<file path="src/rtl/rio_seg_pkg.sv">
package rio_seg_pkg;

    typedef enum logic [1:0] {
        RQ_NREAD  = 2'd0,
        RQ_NWRITE = 2'd1,
        RQ_SWRITE = 2'd2,
        RQ_BAD    = 2'd3
    } rq_kind_e;

    typedef enum logic [2:0] {
        SEG_IDLE,
        SEG_REJECT,
        SEG_LEAD,
        SEG_BODY,
        SEG_TAIL
    } seg_state_e;

    // Legal placement of n bytes inside one doubleword starting at lane s.
    function automatic logic lane_ok(input logic [2:0] s, input logic [3:0] n);
        logic ends_top;
        ends_top = ({1'b0, s} + n) == 4'd8;
        unique case (n)
            4'd1:                      lane_ok = 1'b1;
            4'd2:                      lane_ok = (s[0] == 1'b0);
            4'd4:                      lane_ok = (s == 3'd0) || (s == 3'd4);
            4'd3, 4'd5, 4'd6, 4'd7:    lane_ok = (s == 3'd0) || ends_top;
            4'd8:                      lane_ok = (s == 3'd0);
            default:                   lane_ok = 1'b0;
        endcase
    endfunction

endpackage

</file>
<file path="src/rtl/rio_seg_check.sv">
module rio_seg_check
    import rio_seg_pkg::*;
#(
    parameter int LW = 16
) (
    input  rq_kind_e        kind,
    input  logic [2:0]      off,
    input  logic [LW-1:0]   len,
    output logic            legal
);

    logic [LW-1:0] lead_room;
    logic          reaches_top;

    assign lead_room   = LW'(4'd8 - {1'b0, off});
    assign reaches_top = (len >= lead_room);

    always_comb begin
        legal = 1'b0;
        if (len != '0) begin
            unique case (kind)
                RQ_SWRITE: legal = (off == 3'd0) && (len[2:0] == 3'd0);
                RQ_NREAD,
                RQ_NWRITE: begin
                    if (off == 3'd0 || reaches_top)
                        legal = 1'b1;
                    else
                        legal = lane_ok(off, {1'b0, len[2:0]});
                end
                default:   legal = 1'b0;
            endcase
        end
    end

endmodule

</file>
<file path="src/rtl/rio_seg_sizer.sv">
module rio_seg_sizer
    import rio_seg_pkg::*;
#(
    parameter int LW   = 16,
    parameter int MAXB = 256
) (
    input  seg_state_e      state,
    input  logic [2:0]      off,
    input  logic [LW-1:0]   remain,
    output logic [LW-1:0]   size
);

    localparam logic [LW-1:0] CAP = LW'(MAXB);

    logic [LW-1:0] room;
    logic [LW-1:0] bulk;

    assign room = LW'(4'd8 - {1'b0, off});
    assign bulk = {remain[LW-1:3], 3'b000};

    always_comb begin
        unique case (state)
            SEG_LEAD: size = (remain < room) ? remain : room;
            SEG_BODY: size = (bulk > CAP) ? CAP : bulk;
            SEG_TAIL: size = remain;
            default:  size = '0;
        endcase
    end

endmodule

</file>
<file path="src/rtl/rio_req_segmenter.sv">
module rio_req_segmenter
    import rio_seg_pkg::*;
#(
    parameter int AW   = 32,
    parameter int LW   = 16,
    parameter int MAXB = 256,
    localparam int BW  = $clog2(MAXB) + 1
) (
    input  logic            clk,
    input  logic            rst_n,
    input  logic            cmd_valid,
    input  logic [1:0]      cmd_kind,
    input  logic [AW-1:0]   cmd_rem_addr,
    input  logic [LW-1:0]   cmd_len,
    input  logic [AW-1:0]   cmd_loc_addr,
    output logic            busy,
    output logic            cmd_err,
    output logic            pkt_valid,
    input  logic            pkt_ready,
    output logic [1:0]      pkt_kind,
    output logic [AW-1:0]   pkt_rem_addr,
    output logic [AW-1:0]   pkt_loc_addr,
    output logic            pkt_whole,
    output logic [2:0]      pkt_first_lane,
    output logic [BW-1:0]   pkt_bytes,
    output logic            pkt_last
);

    seg_state_e    state, state_nx, entry_state;
    logic [AW-1:0] cur_rem, cur_loc;
    logic [LW-1:0] remain, size_w, rem_after;
    rq_kind_e      kind_q;
    logic          legal, accept, take;

    rio_seg_check #(.LW(LW)) u_check (
        .kind  (rq_kind_e'(cmd_kind)),
        .off   (cmd_rem_addr[2:0]),
        .len   (cmd_len),
        .legal (legal)
    );

    rio_seg_sizer #(.LW(LW), .MAXB(MAXB)) u_sizer (
        .state  (state),
        .off    (cur_rem[2:0]),
        .remain (remain),
        .size   (size_w)
    );

    assign accept    = cmd_valid && (state == SEG_IDLE || state == SEG_REJECT);
    assign take      = pkt_valid && pkt_ready;
    assign rem_after = remain - size_w;

    always_comb begin
        if (!legal)
            entry_state = SEG_REJECT;
        else if (cmd_rem_addr[2:0] != 3'd0)
            entry_state = SEG_LEAD;
        else if (cmd_len >= LW'(8))
            entry_state = SEG_BODY;
        else
            entry_state = SEG_TAIL;
    end

    always_comb begin
        state_nx = state;
        unique case (state)
            SEG_IDLE, SEG_REJECT: state_nx = accept ? entry_state : SEG_IDLE;
            SEG_LEAD, SEG_BODY, SEG_TAIL: begin
                if (take) begin
                    if (rem_after == '0)
                        state_nx = SEG_IDLE;
                    else if (rem_after >= LW'(8))
                        state_nx = SEG_BODY;
                    else
                        state_nx = SEG_TAIL;
                end
            end
            default: state_nx = SEG_IDLE;
        endcase
    end

    // State register
    always_ff @(posedge clk or negedge rst_n) begin
        if (!rst_n)
            state <= SEG_IDLE;
        else
            state <= state_nx;
    end

    // Command tracking registers
    always_ff @(posedge clk or negedge rst_n) begin
        if (!rst_n) begin
            cur_rem <= '0;
            cur_loc <= '0;
            remain  <= '0;
            kind_q  <= RQ_NREAD;
        end else if (accept) begin
            cur_rem <= cmd_rem_addr;
            cur_loc <= cmd_loc_addr;
            remain  <= cmd_len;
            kind_q  <= rq_kind_e'(cmd_kind);
        end else if (take) begin
            cur_rem <= cur_rem + AW'(size_w);
            cur_loc <= cur_loc + AW'(size_w);
            remain  <= rem_after;
        end
    end

    // Outputs
    always_comb begin
        pkt_valid      = (state == SEG_LEAD) || (state == SEG_BODY) || (state == SEG_TAIL);
        busy           = pkt_valid;
        cmd_err        = (state == SEG_REJECT);
        pkt_kind       = kind_q;
        pkt_rem_addr   = {cur_rem[AW-1:3], 3'b000};
        pkt_loc_addr   = cur_loc;
        pkt_whole      = (state == SEG_BODY);
        pkt_first_lane = cur_rem[2:0];
        pkt_bytes      = size_w[BW-1:0];
        pkt_last       = pkt_valid && (rem_after == '0);
    end

    // ---------------- assertions ----------------
    p_err_pulse_r2: assert property (@(posedge clk) disable iff (!rst_n)
        cmd_err |=> !cmd_err);

    p_err_no_pkt_r2: assert property (@(posedge clk) disable iff (!rst_n)
        cmd_err |-> !pkt_valid);

    p_swrite_whole_r3: assert property (@(posedge clk) disable iff (!rst_n)
        (pkt_valid && pkt_kind == RQ_SWRITE) |-> pkt_whole);

    p_lane_legal_r6: assert property (@(posedge clk) disable iff (!rst_n)
        (pkt_valid && !pkt_whole) |->
            (pkt_bytes <= BW'(8)) && lane_ok(pkt_first_lane, pkt_bytes[3:0]));

    p_body_size_r7: assert property (@(posedge clk) disable iff (!rst_n)
        (pkt_valid && pkt_whole) |->
            (pkt_bytes[2:0] == 3'd0) && (pkt_bytes != '0) && (pkt_bytes <= BW'(MAXB))
            && (pkt_first_lane == 3'd0));

    p_loc_step_r8: assert property (@(posedge clk) disable iff (!rst_n)
        (pkt_valid && pkt_ready && !pkt_last) |=>
            pkt_valid && (pkt_loc_addr == $past(pkt_loc_addr) + AW'($past(pkt_bytes))));

    p_hold_r9: assert property (@(posedge clk) disable iff (!rst_n)
        (pkt_valid && !pkt_ready) |=>
            pkt_valid && $stable(pkt_rem_addr) && $stable(pkt_loc_addr)
            && $stable(pkt_bytes) && $stable(pkt_first_lane) && $stable(pkt_last));

    p_busy_until_last_r1: assert property (@(posedge clk) disable iff (!rst_n)
        (busy && !(pkt_ready && pkt_last)) |=> busy);

endmodule

</file>
<file path="config.mk">
export PLATFORM = sky130hd
export DESIGN_NAME = rio_req_segmenter
export DESIGN_NICKNAME = d
export VERILOG_FILES = /design/src/rtl/rio_seg_pkg.sv /design/src/rtl/rio_seg_check.sv /design/src/rtl/rio_seg_sizer.sv /design/src/rtl/rio_req_segmenter.sv
export SDC_FILE = /design/constraint.sdc
export NUM_CORES = 1
export LEC_CHECK = 0
export ABC_AREA = 1
export BUFFER_PORTS_ARGS = -buffer_cell sky130_fd_sc_hd__buf_2
export CAP_MARGIN = 20
export CELL_PAD_IN_SITES_DETAIL_PLACEMENT = 0
export CELL_PAD_IN_SITES_GLOBAL_PLACEMENT = 2
export CORE_ASPECT_RATIO = 2
export CORE_MARGIN = 5
export CORE_UTILIZATION = 32
export DETAILED_ROUTE_END_ITERATION = 7
export GPL_TIMING_DRIVEN = 0
export PLACE_DENSITY = 0.92
export SYNTH_ARGS = -nofsm -noshare
export SYNTH_HDL_FRONTEND = slang
export SYNTH_SLANG_ARGS = --single-unit
export TNS_END_PERCENT = 100
</file>
<file path="constraint.sdc">
create_clock -name clk -period 5.9 [get_ports clk]
set_input_delay 0.59 -clock clk [delete_from_list [all_inputs] [get_ports clk]]
set_output_delay 0.59 -clock clk [all_outputs]
set_load 0.01 [all_outputs]
</file>
== Word level (Yosys, flattened, before mapping) ==
Index checks and enable logic that the tools add are counted.

* Memory bits (read-only): 0
* Input bits: 86
* Memories kept: 0
* Logic and storage cells: 76
* Output and inout port bits: 83
* Flip-flop bits (word level): 85
* Bits in latches: 0
* Bits in writable memories: 0

* Bitwise gates (word level): 1
* $lt $le $gt $ge: 5
* Reductions and logical operators: 22
* $mul: 0
* Multiplexer cells: 21
* Equal/unequal tests: 16
* Shifts and indexed selects: 0
* Add/subtract/negate cells: 6
* Divide/modulo/power cells: 0

{| class="wikitable"
|+ Operators by type and width
! cell !! count
|-
| two-way mux 32 bit || 4
|-
| adder 32 x 16 -> 32 bit || 2
|-
| two-way mux 16 bit || 4
|-
| one-hot mux 16 bit (3 select lines) || 1
|-
| greater-or-equal comparator 16 x 4 -> 1 bit (second input constant) || 2
|-
| two-way mux 3 bit || 7
|-
| equality test 3 bit (second input constant) || 6
|-
| greater-or-equal comparator 16 bit || 1
|-
| > comparator 16 x 9 -> 1 bit (second input constant) || 1
|-
| zero test 16 bit || 1
|-
| < comparator 16 bit || 1
|-
| nonzero test 16 bit || 1
|-
| subtractor 16 bit || 1
|-
| equality test 3 x 2 -> 1 bit (second input constant) || 4
|-
| subtractor 4 x 3 -> 5 bit (first input constant) || 2
|-
| zero test 3 bit || 3
|-
| equality test 3 x 1 -> 1 bit (second input constant) || 2
|-
| logical OR 1 bit || 6
|-
| one-hot mux 3 bit (2 select lines) || 1
|-
| adder 3 x 3 -> 4 bit || 1
|-
| equality test 4 bit (second input constant) || 1
|-
| logical AND 1 bit || 4
|-
| one-hot mux 1 bit (4 select lines) || 1
|-
| OR reduction 2 bit || 2
|-
| other kinds (11) || 12
|}

== Logic depth before layout (Yosys ltp) ==
* Word-level depth: 10
* Mapped depth: 30
* Gate-level depth less buffers: 30

== Hierarchy ==
Synthesis repeated with hierarchy kept, for this count alone.

* Cells, all modules: 1333
* Area, all modules: 8658.3 sq um

{| class="wikitable"
|+ Modules (own cells, without submodules)
! module !! cells an instance !! seq. area each (sq um) !! times used !! area an instance (sq um)
|-
| rio_req_segmenter || 1166 || 2127.0 || 1 || 7707.4
|-
| rio_seg_sizer || 104 || 0.0 || 1 || 575.6
|-
| rio_seg_check || 63 || 0.0 || 1 || 375.4
|}

== Worst setup path before layout ==
OpenSTA, ideal clock, no wires.

* Path kind: register to output
* Start: register cur_rem[1]
* End: output pkt_last
* Data arrival time: 3.824 ns
* Path buffers: 0
* Stages on the path, launching flop included: 21
* Path slack: 1.486 ns
* Required time: 5.310 ns
* Path through: dfrtp_1 > inv_1 > ha_1 > xor2_1 > ha_1 > a21o_1 > nor4_1 > nand3_1 > nand2_1 > inv_1 > o22ai_1 > ha_1 > inv_1 > fa_1 > nand2_1 > nand3_1 > xnor2_1 > nand3_1 > nor2_1 > nand4_1 > nor3_1

* Cells in the longest elaborated chain, start to end: 7

{| class="wikitable"
|+ Ends and longest elaborated chain
! what !! RTL line !! source
|-
| start: declaration || rio_req_segmenter.sv:30 || <nowiki>logic [AW-1:0] cur_rem, cur_loc;</nowiki>
|-
| start signal: assignment || rio_req_segmenter.sv:98 || <nowiki>cur_rem <= cmd_rem_addr;</nowiki>
|-
| start signal: assignment || rio_req_segmenter.sv:103 || <nowiki>cur_rem <= cur_rem + AW'(size_w);</nowiki>
|-
| subtractor 4 x 3 -> 5 bit || rio_seg_sizer.sv:18 || <nowiki>assign room = LW'(4'd8 - {1'b0, off});</nowiki>
|-
| < comparator 16 bit || rio_seg_sizer.sv:23 || <nowiki>SEG_LEAD: size = (remain < room) ? remain : room;</nowiki>
|-
| two-way mux 16 bit || rio_seg_sizer.sv:23 ||
|-
| one-hot mux 16 bit (3 select lines) || rio_seg_sizer.sv:22 || <nowiki>unique case (state)</nowiki>
|-
| net pkt_bytes[0] || rio_req_segmenter.sv:25 || <nowiki>output logic [BW-1:0] pkt_bytes,</nowiki>
|-
| subtractor 16 bit || rio_req_segmenter.sv:51 || <nowiki>assign rem_after = remain - size_w;</nowiki>
|-
| zero test 16 bit || rio_req_segmenter.sv:120 || <nowiki>pkt_last = pkt_valid && (rem_after == '0);</nowiki>
|-
| logical AND 1 bit || rio_req_segmenter.sv:120 ||
|-
| end: declaration || rio_req_segmenter.sv:26 || <nowiki>output logic pkt_last</nowiki>
|}

The timed path passes the listed nets, and every way through them passes these cells.

== Final worst setup path ==
* Start: register cur_rem[0]
* End: output pkt_last

* Cells in the longest elaborated chain, start to end: 7

{| class="wikitable"
|+ Ends and longest elaborated chain
! what !! RTL line
|-
| subtractor 4 x 3 -> 5 bit (*) || rio_seg_sizer.sv:18
|-
| < comparator 16 bit || rio_seg_sizer.sv:23
|-
| two-way mux 16 bit (*) || rio_seg_sizer.sv:23
|-
| one-hot mux 16 bit (3 select lines) (*) || rio_seg_sizer.sv:22
|-
| subtractor 16 bit (*) || rio_req_segmenter.sv:51
|-
| zero test 16 bit (*) || rio_req_segmenter.sv:120
|-
| logical AND 1 bit (*) || rio_req_segmenter.sv:120
|}

Every way passes the cells marked *; elsewhere a longest branch is shown, timed or not.

==> metrics.yaml <==
status:
  status: "finished, final reports clean"
placed_design:
  gp_congestion: 0.903
  place_hpwl_um: 28300
  port_buffers: 165
worst_setup_path:
  endpoint: "pkt_last"
  crit_path_end_kind: "output pin"
  crit_required_ns: 5.31
  crit_buf_inv: 4
  cpPeakStageDelay_ns: 0.46
  reg2regPathDepth: 20
  path_class: "register to output pin"
  cp.depth: 21
  r2r_setup_slack_ns: 0.88
  critical_path.top_delay_family: "simple AND/OR/NAND/NOR gates"
  worstPathArrival_ns: 5.00
  reg2reg_to: "pkt_loc_addr[21]"
  slowest_stage: "fa_1"
  critPathLaunch: "cur_rem[0]"
  cp_max_fo: 5
  crit_path_start_kind: "register"
  path_cells: "inv_1 > ha_1 > xor2_1 > ha_1 > a21o_1 > nor4_1 > nand3_1 > nand2_1 > inv_1 > o22ai_2 > ha_1 > inv_1 > fa_1 > nand2_1 > nand3_1 > xnor2_1 > nand3_1 > nor2_1 > nand4_1 > nor3_1 > buf_2"
  rr_startpoint: "cur_rem[0]"
clock_network:
  cts_buffers: 9
  cts_tree: "yes"
  cts.sinks: 85
  ctsHtreeMaxLevel: 3
  clk_pin_slew_ns: 0.06
  clock-root-buffer: "clkbuf_16"
  clockBufferDepth: 2
  insertion_delay_ns: 0.37
timing:
  slew_violations: 0
  period_minus_slack_ns: 5.59
  rsz0062_at_grt: "false"
  whs_ns: 0.240
  slew_headroom_pct: 35.5
  setup_viol: 0
  post-route-period-util_pct: 94.8
  finalHoldViolations: 0
  tightestPinTransition_ns: 0.967
  fmax_mhz: 179
  finClkSkew_ns: 0.0141
  finalSetupTns_ns: 0
synth:
  synthTopCellsByArea: "dfrtp_1 26%, nand2_1 17%, ha_1 9.5%"
  synthDistinctLibCells: 45
  synth_top_area_cell: "dfrtp_1"
  synth-seq-area-share_pct: 26.4
  synth_fa_ha_area_share_pct: 10.4
  ys_ff_latch: 85
  ys_warn_count: 0
  yosys.area.top_type_share_pct: 26.4
  muxShareOfSynthArea_pct: 0
  yosys.area_share.simple_pct: 33.7
  synth_area_um2: 8070
  syn_area_per_cell_um2: 6.49
  synth_xor_area_share_pct: 3.91
  synth_top_family_by_area: "simple AND/OR/NAND/NOR gates"
  synth_compound_area_share_pct: 14.9
  synthesis.instances: 1243
cells_and_area:
  area_growth_pct: 20.5
  drive_above_1_share_pct: 15.6
  fin_nets: 1573
  diodes: 0
  fillers: 2837
drt:
  viasPerCell: 5.07
  drt-pass1-iter-count: 5
  routed_wl_um: 34200
  ant_nets: 0
  drcViolationCount: 0
  vias: 8945
  wl_per_cell_um: 19.4
  dr.first_iter.drc_count: 436
pwr:
  powerDensity_nw_per_um2: 534
  irDropWorstVdd_uv: 184
  p_leak_nw: 5.08
die:
  core_um2: 25000
  dieArea_um2: 28700
  fp-row-count: 82
  num_io_pins: 169
  die_w_um: 122
  initial_utilization_pct: 32.2
  fp.dieH_um: 235
global_routing:
  grt_pass1_vias: 9247
  grt_pass1_wl_um: 51800
  grt_overflow: 0
  grt_max_degree: 45
  antenna_found_initial: 0
  track_usage_pct: 24.0
min_path:
  hold_class: "input pin to async pin"
job:
  cap_violations: 0
logic make-up after synthesis:
family	after synthesis
buffers and inverters	209
adder cells (fa/ha/maj)	65
other	1
flip-flops	85
XOR/XNOR	36
AND/OR/NAND/NOR	642
AO/OA/AOI/OAI	205
cell usage after synthesis, drive strengths merged:
master  number
nand2      375
inv        176
nor2       106
nand3       94
dfrtp       85
o21ai       85
ha          61
a21oi       60
o211ai      26
nor3        25
xor2        25
nand4       18
clkbuf      17
buf         15
nor4        11
xnor2       11
o221ai      10
o21bai       6
nand3b       5
a21o         4
and2         4
fa           4
o22ai        4
a22oi        3
or2          3
a21boi       2
a31oi        2
o21a         2
a31o         1
and3         1
clkinv       1
conb         1
power breakdown:
| part | switching, mW | total (mW) | internal, mW | leakage [nW] |
|---|---|---|---|---|
| combinational | 2.11 | 3.24 | 1.13 | 3.87 |
| sequential | 0.394 | 1.27 | 0.874 | 1.04 |
| clock | 0.269 | 0.683 | 0.414 | 0.163 |
| total | 2.77 | 5.19 | 2.42 | 5.08 |
routing by layer:
layer	track usage, %	part of all wire [%]
met5	0	0
met4	14.5	6.6
met3	3.49	3.6
met2	44.9	54
met1	24.1	36
area by class of cell:
class	count	area, um2	area share (%)
multi-input cells	951	5120	52.6
repair buffers	166	856	8.80
clock inverters	6	111	1.14
clock buffers	10	229	2.35
inverters	177	666	6.84
plain buffers	32	200	2.06
flip-flops and latches	85	2130	21.9
well taps	336	420	4.32
repair_timing:
action,4_1_cts,5_1_grt
setup buffers,0,0
endpoints found under the setup margin,0,1
resized for setup,0,8
hold buffers,0,0
per-stage QoR:
step	total power, mW	cells	setup WS, ns	instance area, um2	util [%]
finish	5.19	1763	0.309	9730	38.9
global route	5.67	1763	0.0109	9730	38.9
CTS	5.21	1763	0.139	9700	38.7
detailed placement	4.51	1747	0.542	9360	37.4
global placement	4.48	1746	0.532	9330	37.3
floorplan	3.31	1245	1.49	8080	-
how the worst min path moves through the flow:
stage / from / to / slack, ns
3_3_place_gp: pkt_kind[0] / pkt_kind[0] / 0.47
5_1_grt: rst_n / pkt_loc_addr[25] / 0.29
3_5_place_dp: pkt_kind[1] / pkt_kind[1] / 0.47
4_1_cts: rst_n / pkt_loc_addr[25] / 0.25
6_report: rst_n / pkt_loc_addr[25] / 0.24
2_1_floorplan: rst_n / cur_rem[0] / 0.29
layout by cell type (no fill, tap or decap), drive strengths merged, types with 18 or more instances in the layout:
cell type / synthesis / routed
nor2: 106 / 106
xor2: 25 / 25
nor3: 25 / 25
inv: 176 / 176
clkbuf: 17 / 27
dfrtp: 85 / 85
o211ai: 26 / 26
o21ai: 85 / 85
nand4: 18 / 18
a21oi: 60 / 60
buf: 15 / 181
ha: 61 / 61
nand3: 94 / 94
nand2: 375 / 375
flip-flops by register name (all words and copies together), names as in the netlist:
signal,flops
pkt_kind,2
cur_rem,32
pkt_loc_addr,32
state,3
remain,16
Power figures use the tool's default switching activity.
